--- src/rtl/adc_seq_pkg.sv ---
package adc_seq_pkg;

   localparam int CNT_W = 9;

   typedef enum logic [1:0] {
      PH_IDLE,
      PH_SAMP,
      PH_CONV,
      PH_WAIT
   } phase_e;

   // sampling-time code to converter clocks
   function automatic logic [CNT_W-1:0] smp_cycles(input logic [2:0] code);
      logic [CNT_W-1:0] n;
      case (code)
         3'd0:    n = 9'd3;
         3'd1:    n = 9'd15;
         3'd2:    n = 9'd28;
         3'd3:    n = 9'd56;
         3'd4:    n = 9'd84;
         3'd5:    n = 9'd112;
         3'd6:    n = 9'd144;
         default: n = 9'd480;
      endcase
      return n;
   endfunction

   // resolution code to successive-approximation clocks
   function automatic logic [CNT_W-1:0] sar_cycles(input logic [1:0] res);
      return CNT_W'(4'd12 - {1'b0, res, 1'b0});
   endfunction

endpackage

--- src/rtl/adc_seq_pick.sv ---
module adc_seq_pick #(
   parameter int N = 4,
   parameter int W = 5,
   localparam int IW = $clog2(N)
) (
   input  logic [N*W-1:0] bus,
   input  logic [IW-1:0]  idx,
   output logic [W-1:0]   y
);

   if (N < 2) begin : g_bad_n
      $error("adc_seq_pick: N must be at least 2");
   end

   logic [W-1:0] elem [N];

   for (genvar g = 0; g < N; g++) begin : g_elem
      assign elem[g] = bus[g*W +: W];
   end

   assign y = elem[idx];

endmodule

--- src/rtl/adc_seq_phase.sv ---
module adc_seq_phase
   import adc_seq_pkg::*;
(
   input  logic       clk,
   input  logic       rst_n,
   input  logic       start,
   input  logic [2:0] smp_code,
   input  logic [1:0] res_code,
   input  logic       conv_done,
   output logic       sampling,
   output logic       converting,
   output logic       waiting,
   output logic       fin
);

   phase_e           ph_q;
   logic [CNT_W-1:0] cnt_q;

   always_ff @(posedge clk or negedge rst_n) begin
      if (!rst_n) begin
         ph_q  <= PH_IDLE;
         cnt_q <= '0;
      end else if (start) begin
         ph_q  <= PH_SAMP;
         cnt_q <= smp_cycles(smp_code) - 1'b1;
      end else begin
         case (ph_q)
            PH_SAMP: begin
               if (cnt_q == '0) begin
                  ph_q  <= PH_CONV;
                  cnt_q <= sar_cycles(res_code) - 1'b1;
               end else begin
                  cnt_q <= cnt_q - 1'b1;
               end
            end
            PH_CONV: begin
               if (cnt_q == '0) ph_q <= PH_WAIT;
               else             cnt_q <= cnt_q - 1'b1;
            end
            PH_WAIT: begin
               if (conv_done) ph_q <= PH_IDLE;
            end
            default: ph_q <= PH_IDLE;
         endcase
      end
   end

   assign sampling   = (ph_q == PH_SAMP);
   assign converting = (ph_q == PH_CONV);
   assign waiting    = (ph_q == PH_WAIT);
   assign fin        = waiting & conv_done;

endmodule

--- src/rtl/adc_seq_inj_bank.sv ---
module adc_seq_inj_bank #(
   parameter int RANKS = 4,
   parameter int DW    = 12,
   localparam int IW   = $clog2(RANKS)
) (
   input  logic              clk,
   input  logic              rst_n,
   input  logic              we,
   input  logic [IW-1:0]     widx,
   input  logic [DW-1:0]     wdata,
   output logic [RANKS*DW-1:0] q
);

   for (genvar g = 0; g < RANKS; g++) begin : g_rank
      logic [DW-1:0] r_q;
      always_ff @(posedge clk or negedge rst_n) begin
         if (!rst_n)                        r_q <= '0;
         else if (we && widx == IW'(g))     r_q <= wdata;
      end
      assign q[g*DW +: DW] = r_q;
   end

endmodule

--- src/rtl/adc_seq_ctrl.sv ---
module adc_seq_ctrl
   import adc_seq_pkg::*;
#(
   parameter int REG_RANKS = 16,
   parameter int INJ_RANKS = 4,
   parameter int CH_W      = 5,
   parameter int DATA_W    = 12,
   localparam int RR_W     = $clog2(REG_RANKS),
   localparam int IR_W     = $clog2(INJ_RANKS),
   localparam int SMP_W    = 3
) (
   input  logic                      clk,
   input  logic                      rst_n,
   input  logic                      cfg_scan,
   input  logic                      cfg_cont,
   input  logic                      cfg_auto_inj,
   input  logic                      cfg_eoc_each,
   input  logic [1:0]                cfg_res,
   input  logic [RR_W-1:0]           reg_len,
   input  logic [IR_W-1:0]           inj_len,
   input  logic [REG_RANKS*CH_W-1:0] reg_chan,
   input  logic [REG_RANKS*SMP_W-1:0] reg_smp,
   input  logic [INJ_RANKS*CH_W-1:0] inj_chan,
   input  logic [INJ_RANKS*SMP_W-1:0] inj_smp,
   input  logic                      reg_trig,
   input  logic                      inj_trig,
   output logic [CH_W-1:0]           conv_chan,
   output logic                      conv_sample,
   output logic                      conv_convert,
   input  logic                      conv_done,
   input  logic [DATA_W-1:0]         conv_result,
   output logic [DATA_W-1:0]         reg_data,
   output logic                      reg_valid,
   output logic                      reg_eoc,
   output logic                      reg_ovr,
   output logic [INJ_RANKS*DATA_W-1:0] inj_data,
   output logic                      inj_eoc,
   output logic                      inj_ovr
);

   // elaboration-time parameter checks
   if (REG_RANKS < 2 || (1 << RR_W) != REG_RANKS) begin : g_bad_reg
      $error("adc_seq_ctrl: REG_RANKS must be a power of two, at least 2");
   end
   if (INJ_RANKS < 2 || (1 << IR_W) != INJ_RANKS) begin : g_bad_inj
      $error("adc_seq_ctrl: INJ_RANKS must be a power of two, at least 2");
   end
   if (CH_W < 5) begin : g_bad_ch
      $error("adc_seq_ctrl: CH_W must hold channel numbers up to 18");
   end

   // group state
   logic            reg_busy_q, inj_busy_q, cur_inj_q;
   logic [RR_W-1:0] reg_rank_q;
   logic [IR_W-1:0] inj_rank_q;

   // phase engine handshake
   logic sampling, converting, waiting, fin, eng_busy;

   // rank lookups
   logic [CH_W-1:0]  reg_ch_sel, inj_ch_sel;
   logic [SMP_W-1:0] reg_smp_sel, inj_smp_sel, start_smp;

   adc_seq_pick #(.N(REG_RANKS), .W(CH_W)) u_reg_ch (
      .bus(reg_chan), .idx(reg_rank_q), .y(reg_ch_sel));
   adc_seq_pick #(.N(REG_RANKS), .W(SMP_W)) u_reg_smp (
      .bus(reg_smp), .idx(reg_rank_q), .y(reg_smp_sel));
   adc_seq_pick #(.N(INJ_RANKS), .W(CH_W)) u_inj_ch (
      .bus(inj_chan), .idx(inj_rank_q), .y(inj_ch_sel));
   adc_seq_pick #(.N(INJ_RANKS), .W(SMP_W)) u_inj_smp (
      .bus(inj_smp), .idx(inj_rank_q), .y(inj_smp_sel));

   // trigger arbitration
   logic inj_accept, inj_reject, reg_accept, reg_reject;
   logic preempt, idle_inj, idle_reg, start_inj, start;
   logic reg_last, inj_last;

   assign eng_busy   = sampling | converting | waiting;
   assign inj_accept = inj_trig & ~cfg_auto_inj & ~inj_busy_q;
   assign inj_reject = inj_trig & ~cfg_auto_inj &  inj_busy_q;
   assign reg_accept = reg_trig & ~reg_busy_q;
   assign reg_reject = reg_trig &  reg_busy_q;

   // injected group drops a regular conversion unless its result is arriving now
   assign preempt   = inj_accept & eng_busy & ~cur_inj_q & ~fin;
   assign idle_inj  = ~eng_busy & (inj_busy_q | inj_accept);
   assign idle_reg  = ~eng_busy & ~inj_busy_q & ~inj_accept & (reg_busy_q | reg_accept);
   assign start_inj = preempt | idle_inj;
   assign start     = start_inj | idle_reg;
   assign start_smp = start_inj ? inj_smp_sel : reg_smp_sel;

   assign reg_last = ~cfg_scan | (reg_rank_q == reg_len);
   assign inj_last = (inj_rank_q == inj_len);

   adc_seq_phase u_phase (
      .clk        (clk),
      .rst_n      (rst_n),
      .start      (start),
      .smp_code   (start_smp),
      .res_code   (cfg_res),
      .conv_done  (conv_done),
      .sampling   (sampling),
      .converting (converting),
      .waiting    (waiting),
      .fin        (fin)
   );

   adc_seq_inj_bank #(.RANKS(INJ_RANKS), .DW(DATA_W)) u_bank (
      .clk   (clk),
      .rst_n (rst_n),
      .we    (fin & cur_inj_q),
      .widx  (inj_rank_q),
      .wdata (conv_result),
      .q     (inj_data)
   );

   always_ff @(posedge clk or negedge rst_n) begin
      if (!rst_n) begin
         reg_busy_q <= 1'b0;
         inj_busy_q <= 1'b0;
         cur_inj_q  <= 1'b0;
         reg_rank_q <= '0;
         inj_rank_q <= '0;
         reg_data   <= '0;
         reg_valid  <= 1'b0;
         reg_eoc    <= 1'b0;
         inj_eoc    <= 1'b0;
         reg_ovr    <= 1'b0;
         inj_ovr    <= 1'b0;
      end else begin
         reg_valid <= 1'b0;
         reg_eoc   <= 1'b0;
         inj_eoc   <= 1'b0;
         reg_ovr   <= reg_reject;
         inj_ovr   <= inj_reject;

         if (start)      cur_inj_q  <= start_inj;
         if (reg_accept) reg_busy_q <= 1'b1;
         if (inj_accept) inj_busy_q <= 1'b1;

         if (fin && cur_inj_q) begin
            if (inj_last) begin
               inj_busy_q <= 1'b0;
               inj_rank_q <= '0;
               inj_eoc    <= 1'b1;
            end else begin
               inj_rank_q <= inj_rank_q + IR_W'(1);
            end
         end

         if (fin && !cur_inj_q) begin
            reg_valid <= 1'b1;
            reg_data  <= conv_result;
            reg_eoc   <= cfg_eoc_each | reg_last;
            if (reg_last) begin
               reg_rank_q <= '0;
               reg_busy_q <= cfg_cont;
               if (cfg_auto_inj) inj_busy_q <= 1'b1;
            end else begin
               reg_rank_q <= reg_rank_q + RR_W'(1);
            end
         end
      end
   end

   assign conv_sample  = sampling;
   assign conv_convert = converting;
   assign conv_chan    = eng_busy ? (cur_inj_q ? inj_ch_sel : reg_ch_sel) : '0;

endmodule

--- config.mk ---
export PLATFORM = sky130hd
export DESIGN_NAME = adc_seq_ctrl
export DESIGN_NICKNAME = d
export VERILOG_FILES = /design/src/rtl/adc_seq_pkg.sv /design/src/rtl/adc_seq_pick.sv /design/src/rtl/adc_seq_phase.sv /design/src/rtl/adc_seq_inj_bank.sv /design/src/rtl/adc_seq_ctrl.sv
export SDC_FILE = /design/constraint.sdc
export NUM_CORES = 1
export LEC_CHECK = 0
export BUFFER_PORTS_ARGS = -buffer_cell sky130_fd_sc_hd__clkbuf_2
export CAP_MARGIN = 20
export CORE_MARGIN = 2
export CORE_UTILIZATION = 35
export DETAILED_ROUTE_END_ITERATION = 6
export GPL_TIMING_DRIVEN = 0
export PLACE_DENSITY = 0.66
export SETUP_SLACK_MARGIN = 0.2
export SYNTH_ARGS = -nofsm -noshare
export SYNTH_HDL_FRONTEND = slang
export SYNTH_SLANG_ARGS = --single-unit
--- constraint.sdc ---
create_clock -name clk -period 4.7 [get_ports clk]
set_input_delay 0.47 -clock clk [delete_from_list [all_inputs] [get_ports clk]]
set_output_delay 0.47 -clock clk [all_outputs]
set_load 0.01 [all_outputs]
* Word level (Yosys, flattened, before mapping)
Index checks and enable logic that the tools add are counted.
Storage, ports and cells: bits of input ports 189, memory bits (writable) 0, bits in registers 85, bits in latches 0, memories kept 0, word-level logic and storage cells 129, bits in read-only memories 0
Cells by class: reduce and logical (&&, ||, !) cells 13, $add $sub $neg 6, shift-type cells 0, multipliers 0, eq/ne operators 18, muxes and demuxes 41, order comparisons 2, bitwise operators 32, divide/modulo/power cells 0
Operators by type and width (count):
- $pmux W9 S7 | 1
- $mux W9 | 4
- $mux W5 | 6
- $sub A9 B1 Y9 const B | 3
- $bmux W5 S4 | 1
- $pmux W9 S2 | 1
- $mux W3 | 5
- $and A1 B1 Y1 | 14
- $mux W1 | 13
- $bmux W3 S4 | 1
- $bmux W5 S2 | 1
- $mux W2 | 5
- $eq A3 B3 Y1 const B | 3
- $logic_not A9 Y1 | 1
- $eq A2 B2 Y1 const B | 4
- $not A1 Y1 | 8
- $or A1 B1 Y1 | 8
- $bmux W3 S2 | 1
- $eq A3 B2 Y1 const B | 2
- $logic_and A1 B1 Y1 | 6
- $ne A3 B1 Y1 const B | 2
- $ne A3 B3 Y1 const B | 2
- $pmux W2 S3 | 1
- $ge A5 B5 Y1 const B | 1
- 17 further kinds | 18

* Depth between registers and ports, before layout
Gate-level depths: netlist (run 1).
depth in word-level cells 13, mapped depth 16, gate-level depth less buffers 13

* Hierarchy
From an unflattened synthesis (run 1), not the netlist that was laid out.
Unflattened totals: cells, all modules 439, area, all modules 5216.3 µm²
By module, submodules not included:
- adc_seq_inj_bank | area an instance 1801.7 µm², instances 1, cells an instance 104, seq. area each 1201.2 µm²
- adc_seq_ctrl | area an instance 1236.2 µm², instances 1, cells an instance 130, seq. area each 650.6 µm²
- adc_seq_phase | area an instance 974.7 µm², instances 1, cells an instance 120, seq. area each 275.3 µm²
- adc_seq_pick at u_reg_ch | area an instance 600.6 µm², instances 1, cells an instance 47, seq. area each 0.0 µm²
- adc_seq_pick at u_reg_smp | area an instance 400.4 µm², instances 1, cells an instance 29, seq. area each 0.0 µm²
- adc_seq_pick at u_inj_ch | area an instance 123.9 µm², instances 1, cells an instance 6, seq. area each 0.0 µm²
- adc_seq_pick at u_inj_smp | area an instance 78.8 µm², instances 1, cells an instance 3, seq. area each 0.0 µm²

* Worst setup path before layout (run 1)
Ideal clock, no wire load.
path type register -> register, start register reg_rank_q[1], end register u_phase.cnt_q[5], slack 1.444 ns, cell stages (with the launch flop) 15, path buffers 3, data required time 4.618 ns, library setup time 0.082 ns, arrival 3.174 ns, period minus slack after synthesis 3.256 ns, path through dfrtp_1 > buf_6 > buf_2 > mux4_2 > a211o_1 > a22oi_1 > buf_2 > nor2_1 > a21oi_1 > ha_1 > inv_1 > or4_1 > nand3_1 > o311ai_1 > a31oi_1
Between the ends: word-level cells in the longest chain between the ends 10, elaborated cells between the ends (all ways) 16, those cells by class add/sub: 1; eq/ne: 6; mux: 7; bitwise: 1; reduce/logical: 1
RTL lines:
- start, declared | RTL line adc_seq_ctrl.sv:54 | logic [RR_W-1:0] reg_rank_q;
- start signal, assigned | RTL line adc_seq_ctrl.sv:160 | reg_rank_q <= reg_rank_q + RR_W'(1);
- $not A4 Y5 (implied by the code) (*) | RTL line adc_seq_pick.sv:21 | assign y = elem[idx];
- $bmux W3 S4 (*) | RTL line adc_seq_pick.sv:21
- $mux W3 (implied by the code) (*) (2 in a row) | RTL line adc_seq_pick.sv:21
- $mux W3 (*) | RTL line adc_seq_ctrl.sv:90 | assign start_smp = start_inj ? inj_smp_sel : reg_smp_sel;
- $eq A3 B3 Y1, or another cell as far along | RTL line adc_seq_pkg.sv:15 | case (code)
- $pmux W9 S7 (*) | RTL line adc_seq_pkg.sv:15
- $mux W9 (*) | RTL line adc_seq_phase.sv:23 | end else if (start) begin
- $sub A9 B1 Y9 (*) | RTL line adc_seq_phase.sv:25 | cnt_q <= smp_cycles(smp_code) - 1'b1;
- $mux W9 (*) | RTL line adc_seq_phase.sv:23
- end signal, assigned | RTL line adc_seq_phase.sv:25
- end signal, assigned | RTL line adc_seq_phase.sv:31 | cnt_q <= sar_cycles(res_code) - 1'b1;
- end signal, assigned | RTL line adc_seq_phase.sv:33 | cnt_q <= cnt_q - 1'b1;
- end, declared | RTL line adc_seq_phase.sv:17 | logic [CNT_W-1:0] cnt_q;
Every way passes the cells marked *; elsewhere a longest branch is shown, timed or not. The select of a mux whose other input is x is not followed. A chain may end at the register's enable or synchronous reset.

* Final worst setup path (run 1)
start register u_phase.ph_q[0], end register u_phase.cnt_q[5]
Between the ends: word-level cells in the longest chain between the ends 13, elaborated cells between the ends (all ways) 33, those cells by class add/sub: 1; eq/ne: 10; mux: 5; bitwise: 14; reduce/logical: 3
RTL lines:
- start, declared | RTL line adc_seq_phase.sv:16 | phase_e ph_q;
- start signal, assigned | RTL line adc_seq_phase.sv:21 | ph_q <= PH_IDLE;
- start signal, assigned | RTL line adc_seq_phase.sv:24 | ph_q <= PH_SAMP;
- start signal, assigned | RTL line adc_seq_phase.sv:30 | ph_q <= PH_CONV;
- $eq A2 B1 Y1 or $eq A2 B2 Y1 (tied branches) | RTL line adc_seq_phase.sv:27, adc_seq_phase.sv:48, adc_seq_phase.sv:49
- $or A1 B1 Y1 (2 in a row) | RTL line adc_seq_ctrl.sv:78 | assign eng_busy = sampling | converting | waiting;
- $and A1 B1 Y1 (3 in a row) | RTL line adc_seq_ctrl.sv:85 | assign preempt = inj_accept & eng_busy & ~cur_inj_q & ~fin;
- $or A1 B1 Y1 | RTL line adc_seq_ctrl.sv:88 | assign start_inj = preempt | idle_inj;
- $mux W3 | RTL line adc_seq_ctrl.sv:90
- $eq A3 B3 Y1, or another cell as far along | RTL line adc_seq_pkg.sv:15
- $pmux W9 S7 | RTL line adc_seq_pkg.sv:15
- $mux W9 | RTL line adc_seq_phase.sv:23
- $sub A9 B1 Y9 | RTL line adc_seq_phase.sv:25
- $mux W9 | RTL line adc_seq_phase.sv:23
Several ways; a longest one is shown, not always the timed one. The select of a mux whose other input is x is not followed.

==> qor.txt, run 1 <==
outcome: complete, no violations
core area: 14500 sq um
io pins: 261
Worst Path Max Fanout: 10
Iteration-0 DRC Markers: 194
Post-synth EDFFs: 0
leakage: 3.54 nW
Layout area overhead: 35.9%
critical path startpoint category: flop
critical path's slowest cell: or4_1
critical path, cell by cell: inv_1 -> ha_1 -> buf_1 -> o22a_1 -> buf_2 -> a21oi_1 -> a22oi_1 -> buf_2 -> nor2_1 -> a21oi_1 -> ha_1 -> inv_1 -> or4_1 -> nand3_1 -> o311ai_1 -> a31oi_1
WS Path Type: flop to flop
mux cell area share after synthesis: 33.2%
skew final: 0.00949 ns
Synth Flop Type: dfrtp_1
setup TNS: 0 ns
adder-cell share of the synthesized area: 3.61%
post-synth top area share: 40.9%
Num CTS Buffers: 9
Longest Clk Path Bufs: 2
worst reg2reg setup slack: 0.99 ns
vias in the first global route: 5017
critical path arrival: 3.97 ns
synthesized area per cell: 12.2 sq um
most common cell after layout, fill and taps aside: clkbuf_2
first-pass GRT wire length: 25700 microns
Detail Route Antenna Nets: 0
first drt pass iteration count: 7
# DRC: 0
Max Clock Freq: 269 MHz
Post-DP HPWL: 13300 microns
antenna fix cells: 0
CTS resizes: 0
min Tclk post-route: 3.71 ns
setup violators final: 0
Chip Width: 126 microns
CTS tree: done
Mapped Cells: 427
RSZ-0062 raised after global routing: false
Final period util: 79.0%
worst reg2reg path startpoint: u_phase.ph_q[0]
final WL: 16100 microns
critical path's largest stage delay: 0.50 ns
M2 GR Usage: 37.2%
Clk Latency, worst-skew pair: 0.34 ns
clock slew at reported path FFs: 0.07 ns
Mapped Nets: 631
max_slew headroom: 46.7%
DR vias: 4604
DP Area: 6770 sq um
post-synthesis sequential area ratio: 40.9%
starting density of the core: 35.8%
largest net degree at the start of global routing: 50
Hold-fix buffers, CTS: 0
# rows: 44
Synth Area in Simple Gates: 10.1%
GRT Resource Usage Total: 20.6%
Ys Warns: 0
filler cell count: 1346
Hold Path Class: input port to async pin
Slew @ Worst Pin: 0.799 ns
Crit. End Element: flop
asr flop ratio synth: 100%
GRT met3 Usage: 3.57%
CTS root buf: clkbuf_16
final hold vios: 0
compound-gate portion of the synthesized area: 7.65%
IO Port Bufs: 260
final core utilization: 48.6%
met1 usage: 23.8%
maxcap violations: 0
gp weighted congestion: 0.891
post-route cell area: 7070 sq um
synth top area cells: dfrtp_1 (41%), mux4_2 (19%), mux2_2 (11%)
Worst Path Required: 4.96 ns
Layout Nets: 904
Most Used Layer, Global Route: met2
grt ovf: 0
largest area contributor in the netlist: dfrtp_1
Yosys reg bits: 85
fin. max-slew vios: 0
largest family of logic cells by synthesized area: multiplexers
clk sinks: 85
setup bufs post-CTS: 0
XOR/XNOR Fraction of Synth Area: 1.35%
Yosys cell types: 55
routed len/inst: 18.1 microns
initial antenna violation count: 0
most frequent cells in the layout: clkbuf_2 (259), dfrtp_1 (85), nand2_1 (62), mux2_2 (50), mux4_2 (45)
chip height: 126 microns
Critical Path Start: u_phase.ph_q[0]
H-tree depth: 3
die area: 15900 sq um
Mapped Area: 5200 sq um
Worst VDD drop: 0.205 mV
power per cell area: 563 nW/um^2
Vias/cell: 5.18
share of layout cells above drive strength 1: 55.5%
-- kinds of logic (layout without fill, tap and decap cells) --
family | Yosys count | count (layout)
AO/OA/AOI/OAI | 58 | 58
XOR/XNOR | 8 | 8
adder cells (fa/ha/maj) | 15 | 15
buffers and inverters | 40 | 318
flip-flops | 85 | 85
multiplexers | 107 | 107
AND/OR/NAND/NOR | 114 | 114
-- Yosys cell counts (all sizes together), types with 4 or more instances --
| master | number |
|---|---|
| dfrtp | 85 |
| nand2 | 62 |
| mux2 | 50 |
| mux4 | 46 |
| clkbuf | 17 |
| ha | 15 |
| nor2 | 14 |
| o21ai | 14 |
| inv | 12 |
| mux2i | 11 |
| buf | 10 |
| a21oi | 7 |
| xor2 | 7 |
| nand3 | 6 |
| nor3 | 6 |
| a22oi | 4 |
| nor2b | 4 |
-- critical path, delay by kind of cell (launching register included) --
kind                       cells  cell delay [ns]
AOI/OAI and AO/OA              6             1.03
adders and majority gates      2             0.39
buffers and inverters          5             1.12
DFF                            1             0.41
and+or+nand+nor                3             0.68
-- flip-flops by register name, indices dropped and copies added, names as in the netlist, 2 cells and up --
name               count
reg_rank_q             4
reg_data              12
u_phase.cnt_q          9
inj_rank_q             2
u_bank.g_rank.r_q     48
u_phase.ph_q           2
-- stage by stage --
step / total power [mW] / hold WS [ns] / cells / setup slack (ns)
floorplan: 2.57 / 0.174 / 427 / 1.44
global placement: 3.23 / 0.459 / 871 / 1.15
detailed placement: 3.30 / 0.462 / 873 / 1.03
CTS: 4.03 / 0.157 / 889 / 0.953
global route: 4.27 / 0.180 / 889 / 0.657
finish: 3.98 / 0.141 / 889 / 0.987
-- per-layer routing --
layer / share of wire, % / vias to the layer above / wire [microns]
met5: 0 / - / 0
li1: - / 2163 / -
met3: 4.8 / 34 / 780
met2: 52 / 177 / 8400
met1: 39 / 2230 / 6220
met4: 4.3 / 0 / 686
-- worst paths after layout --
path	endpoint	cells after the start
setup / recovery	u_phase.cnt_q[5]	16
hold / removal	u_bank.g_rank[1].r_q[4]	1
setup reg to reg	u_phase.cnt_q[5]	16
hold reg to reg	reg_data[11]	2
max in group asynchronous	reg_data[8]	2
min in group clk	reg_ovr	2
-- area by class of cell --
class | instances | area, sq um | share of cell area [%]
Multi-Input combinational cell | 302 | 2910 | 41.1
Sequential cell | 85 | 2130 | 30.1
Timing Repair Buffer | 262 | 1340 | 18.9
Tap cell | 184 | 230 | 3.26
Clock buffer | 9 | 225 | 3.19
Buffer | 27 | 121 | 1.72
Clock inverter | 7 | 76.3 | 1.08
Inverter | 13 | 48.8 | 0.690
-- where the power goes --
part           leakage [nW]  internal, mW  switching (mW)
Clock                 0.148         0.377           0.330
Sequential             1.09          1.03           0.182
Combinational          2.30         0.984            1.08
Power figures use the tool's default switching activity.
==> run 2, diff against run 1 <==
--- a/config.mk
+++ b/config.mk
@@ -11,7 +11,7 @@
 export CORE_UTILIZATION = 35
 export DETAILED_ROUTE_END_ITERATION = 6
 export GPL_TIMING_DRIVEN = 0
-export PLACE_DENSITY = 0.66
+export PLACE_DENSITY = 0.68
 export SETUP_SLACK_MARGIN = 0.2
 export SYNTH_ARGS = -nofsm -noshare
 export SYNTH_HDL_FRONTEND = slang
==> constraint.sdc (replaced) <==
create_clock -name clk -period 3.25 [get_ports clk]
set_input_delay 0.325 -clock clk [delete_from_list [all_inputs] [get_ports clk]]
set_output_delay 0.325 -clock clk [all_outputs]
set_load 0.01 [all_outputs]
==> qor.txt, run 2 (synthesis results as in run 1) <==
Combinational Power Share: 52.8%
initial antenna violation count: 0
critical path arrival: 3.54 ns
Slew @ Worst Pin: 0.789 ns
Post-DP HPWL: 12900 microns
critical path's largest stage delay: 0.54 ns
most frequent cells in the layout: clkbuf_2 (264), dfrtp_1 (85), nand2_1 (62), mux2_2 (50), mux4_2 (45)
filler cell count: 1396
Net Sw Frac: 38.7%
Final period util: 101%
Cell Int Power: 3.66 mW
IO Port Bufs: 260
post-route cell area: 7200 sq um
power per cell area: 830 nW/um^2
Iteration-0 DRC Markers: 237
share of layout cells above drive strength 1: 57.7%
grt ovf: 0
max_slew headroom: 46.7%
Most common cell on crit path: mux4_2
critical path, cell by cell: buf_6 -> mux4_2 -> mux4_2 -> mux2i_4 -> inv_2 -> xnor2_1 -> a21oi_2 -> ha_2 -> or4_1 -> nand3_1 -> o311ai_1 -> a31oi_1
clk sinks: 85
maxcap violations: 0
violated checks: negative setup slack
leakage: 3.60 nW
starting density of the core: 35.8%
clock slew at reported path FFs: 0.07 ns
GRT Resource Usage Total: 20.2%
most common cell after layout, fill and taps aside: clkbuf_2
Layout Nets: 910
die area: 15900 sq um
Largest regs: u_bank.g_rank.r_q (48), reg_data (12), u_phase.cnt_q (9)
DP Area: 6770 sq um
Chip Width: 126 microns
DR vias: 4645
Total Power: 5.97 mW
Hold Path Class: input port to async pin
max FFs per register: 48
chip height: 126 microns
# rows: 44
sequential share of power: 29.2%
Switching Power: 2.31 mW
setup slack after layout: -0.0312 ns
fin. max-slew vios: 0
H-tree depth: 3
CTS tree: done
Clk Latency, worst-skew pair: 0.34 ns
Worst Path Required: 3.51 ns
io pins: 261
Crit. End Element: flop
outcome: finished, violations left
Worst Path Max Fanout: 6
Detail Route Antenna Nets: 0
CTS root buf: clkbuf_16
min Tclk post-route: 3.28 ns
Layout area overhead: 38.3%
setup violators final: 1
worst path bufs/invs: 2
Clk pwr share: 18.0%
largest register by flop count: u_bank.g_rank.r_q
routed len/inst: 17.7 microns
WS Path Type: flop to flop
Top delay family on crit path: multiplexers
Max Clock Freq: 305 MHz
Vias/cell: 5.19
RSZ-0062 raised after global routing: true
core area: 14500 sq um
Num CTS Buffers: 9
vias in the first global route: 4831
skew final: 0.00732 ns
largest net degree at the start of global routing: 46
final WL: 15900 microns
antenna fix cells: 0
first drt pass iteration count: 4
first-pass GRT wire length: 25100 microns
gp weighted congestion: 0.866
final hold vios: 0
critical path's slowest cell: mux4_2
Longest Clk Path Bufs: 2
Worst VDD drop: 0.306 mV
critical path startpoint category: flop
# DRC: 0
-- run 2: worst paths after layout --
check                               from                      end  slack (ns)  cells past startpoint
max                        reg_rank_q[1]         u_phase.cnt_q[5]       -0.03                     12
min                                rst_n  u_bank.g_rank[3].r_q[4]        0.03                      1
max reg2reg                reg_rank_q[1]         u_phase.cnt_q[5]       -0.03                     12
min reg2reg                  reg_data[5]              reg_data[5]        0.48                      2
max in group asynchronous          rst_n              reg_data[0]        2.56                      2
min in group clk                reg_trig                  reg_ovr        0.21                      2
-- run 2: final cells by class --
cell class	instances	area [sq um]	area share (%)
well taps	184	230	3.20
repair buffers	268	1370	19.1
flip-flops and latches	85	2130	29.6
clock buffers	9	225	3.13
plain buffers	27	180	2.50
inverters	13	48.8	0.678
clock inverters	7	88.8	1.23
multi-input cells	302	2920	40.6
-- run 2: per-stage QoR --
step	instances	util [%]	worst slack [ns]	hold WS (ns)	TNS, ns
4_1_cts	895	49.4	-0.0250	0.0570	-0.0250
3_3_place_gp	871	46.4	-0.262	0.459	-0.262
3_5_place_dp	873	46.6	-0.273	0.427	-0.284
6_report	895	49.5	-0.0312	0.0328	-0.0312
2_1_floorplan	427	-	0.130	0.0294	0
5_1_grt	895	49.5	-0.150	0.0851	-0.150
-- run 2: repair_timing --
item,4_1_cts,5_1_grt
resized for setup,18,9
hold buffers,0,0
setup endpoints to repair,7,7
pin swaps,4,0
setup buffers,6,0
-- run 2: routing by layer --
layer | global-route usage (%) | vias up | wire (microns)
met4 | 4.98 | 0 | 268
li1 | - | 2164 | -
met5 | 0 | - | 0
met1 | 24.5 | 2287 | 6360
met3 | 3.82 | 20 | 825
met2 | 37.0 | 174 | 8410
-- run 2: power groups by stage --
stage	clock (mW)	sequential [mW]	combinational (mW)
5_1_grt	1.15	1.80	3.47
4_1_cts	1.10	1.74	3.17
2_1_floorplan	0	1.88	1.85
3_3_place_gp	0	1.75	2.97
3_5_place_dp	0	1.76	3.01
6_report	1.07	1.74	3.15
==> run 3, diff against run 2 <==
--- a/config.mk
+++ b/config.mk
@@ -5,13 +5,14 @@
 export SDC_FILE = /design/constraint.sdc
 export NUM_CORES = 1
 export LEC_CHECK = 0
+export ABC_AREA = 0
 export BUFFER_PORTS_ARGS = -buffer_cell sky130_fd_sc_hd__clkbuf_2
 export CAP_MARGIN = 20
 export CORE_MARGIN = 2
-export CORE_UTILIZATION = 35
+export CORE_UTILIZATION = 25
 export DETAILED_ROUTE_END_ITERATION = 6
 export GPL_TIMING_DRIVEN = 0
-export PLACE_DENSITY = 0.68
+export PLACE_DENSITY = 0.53
 export SETUP_SLACK_MARGIN = 0.2
 export SYNTH_ARGS = -nofsm -noshare
 export SYNTH_HDL_FRONTEND = slang
==> constraint.sdc (replaced) <==
create_clock -name clk -period 2.8 [get_ports clk]
set_input_delay 0.28 -clock clk [delete_from_list [all_inputs] [get_ports clk]]
set_output_delay 0.28 -clock clk [all_outputs]
set_load 0.01 [all_outputs]
==> qor.txt, run 3 (synthesis results as in run 1) <==
most common cell after layout, fill and taps aside: clkbuf_2
RSZ-0062 raised after global routing: true
die area: 22000 sq um
M1 wire length: 6980 microns
starting density of the core: 25.6%
setup slack after layout: -0.513 ns
Worst Path Required: 3.07 ns
Longest Clk Path Bufs: 2
Vias/cell: 4.69
final core utilization: 37.5%
Layout area overhead: 46.4%
Worst VDD drop: 0.315 mV
first-pass GRT wire length: 26700 microns
GRT Resource Usage Total: 16.0%
worst reg2reg path startpoint: reg_rank_q[1]
final hold vios: 7
Clk Latency, worst-skew pair: 0.35 ns
# rows: 52
met3 WL: 726 microns
DR vias: 4697
gp weighted congestion: 0.800
Chip Width: 148 microns
sequential share of power: 26.6%
# DRC: 0
initial antenna violation count: 1
Hold Path Class: input port to async pin
Net Sw Frac: 38.3%
worst reg2reg setup slack: -0.51 ns
filler cell count: 2090
share of layout cells above drive strength 1: 60.5%
core area: 20300 sq um
Storage cell area: 2130 sq um
WS Path Type: flop to flop
Final period util: 118%
Combinational Power Share: 56.8%
IO Port Bufs: 260
area occupied by multi-input gates: 2980 sq um
Worst Path Max Fanout: 7
most frequent cells in the layout: clkbuf_2 (264), dfrtp_1 (85), nand2_1 (61), mux2_2 (49), mux4_2 (45)
worst r2r path cells: 13
max_slew headroom: 47.3%
Iteration-0 DRC Markers: 166
skew final: 0.0102 ns
clock slew at reported path FFs: 0.07 ns
largest net degree at the start of global routing: 47
CTS root buf: clkbuf_16
Total Power: 7.64 mW
Clk pwr share: 16.6%
CTS tree: done
Slew @ Worst Pin: 0.791 ns
Layout Nets: 929
Switching Power: 2.93 mW
Largest regs: u_bank.g_rank.r_q (48), reg_data (12), u_phase.cnt_q (9)
critical path arrival: 3.58 ns
critical path, cell by cell: buf_6 -> mux4_2 -> mux4_2 -> mux2i_4 -> buf_6 -> o211ai_2 -> nor2_2 -> a21oi_2 -> ha_2 -> or4_4 -> nand3_2 -> o311ai_2 -> a31oi_1
Num CTS Buffers: 9
Detail Route Antenna Nets: 0
largest register by flop count: u_bank.g_rank.r_q
Max Clock Freq: 302 MHz
max FFs per register: 48
routed len/inst: 17.7 microns
outcome: finished, violations left
critical path's slowest cell: mux4_2
Top Metal Used: met4
met2 WL: 9670 microns
clk sinks: 85
Cell Int Power: 4.71 mW
vias in the first global route: 4905
Hold Slack: -0.00942 ns
critical path's largest stage delay: 0.53 ns
grt ovf: 0
leakage: 3.74 nW
chip height: 148 microns
final WL: 17800 microns
first drt pass iteration count: 4
Post-DP HPWL: 14200 microns
maxcap violations: 0
Crit. End Element: flop
min Tclk post-route: 3.31 ns
io pins: 261
fin. max-slew vios: 0
Reg2Reg Capture Point: u_phase.cnt_q[5]
critical path startpoint category: flop
setup violators final: 9
violated checks: negative hold slack, negative setup slack
H-tree depth: 3
power per cell area: 1000 nW/um^2
run 3: cell types whose count changed in the layout (fill, tap and decap cells not counted), sizes merged:
cell / change
buf: +19
clkbuf: -1
clkdlybuf4s15: +1
clkinv: -2
clkinvlp: +1
diode: +1
inv: +1
run 3: worst max-delay path, delay by kind of cell (launching register included):
kind	cells	cell delay (ns)
adders and majority gates	1	0.18
buffers and inverters	2	0.30
DFF	1	0.37
muxes	3	1.23
and+or+nand+nor	3	0.73
AOI/OAI and AO/OA	4	0.43
run 3: power groups by stage:
stage                     registers, mW  clock network [mW]  logic, mW
after floorplan                    2.19                   0       2.15
after global placement             2.04                   0       3.53
after detailed placement           2.05                   0       3.54
after CTS                          2.03                1.30       4.14
after global routing               2.10                1.35       4.71
final                              2.03                1.27       4.34
run 3: routing by layer:
metal / vias to the layer above / global-route usage [%]
met5: - / 0
met4: 0 / 5.10
met1: 2302 / 18.5
met2: 160 / 30.2
met3: 21 / 2.39
li1: 2214 / -
run 3: worst max path at each step:
stage	cells after the start	slack [ns]	to	start
CTS	13	-0.51	u_phase.cnt_q[5]	reg_rank_q[1]
detailed placement	12	-0.78	u_phase.cnt_q[5]	inj_rank_q[1]
global placement	12	-0.77	u_phase.cnt_q[5]	inj_rank_q[1]
finish	13	-0.51	u_phase.cnt_q[5]	reg_rank_q[1]
global route	13	-0.64	u_phase.cnt_q[5]	reg_rank_q[1]
floorplan	13	-0.32	u_phase.cnt_q[5]	reg_rank_q[1]
run 3: layout make-up:
cell class	instances	area share, %
multi-input cells	302	39.1
flip-flops and latches	85	27.9
repair buffers	287	20.9
well taps	270	4.44
clock buffers	9	2.96
plain buffers	27	2.76
clock inverters	7	1.13
inverters	13	0.690
diodes	1	0.0329
run 3: repair_timing:
action                     4_1_cts  5_1_grt
hold buffers                     0        0
setup endpoints to repair       45       24
pin swaps                       10       10
gates cloned                     1        0
setup buffers                   20        4
gates resized for setup         34       24
run 3: through the flow:
step	worst slack (ns)	cells	setup TNS (ns)	instance area (sq um)	hold WS, ns
after global placement	-0.770	957	-5.54	6850	0.459
after detailed placement	-0.779	959	-3.40	6880	0.394
after floorplan	-0.320	427	-0.320	5210	-0.0156
final	-0.513	1001	-1.66	7620	-0.00942
after CTS	-0.513	996	-2.06	7510	0.0194
after global routing	-0.644	1000	-2.73	7610	0.0566
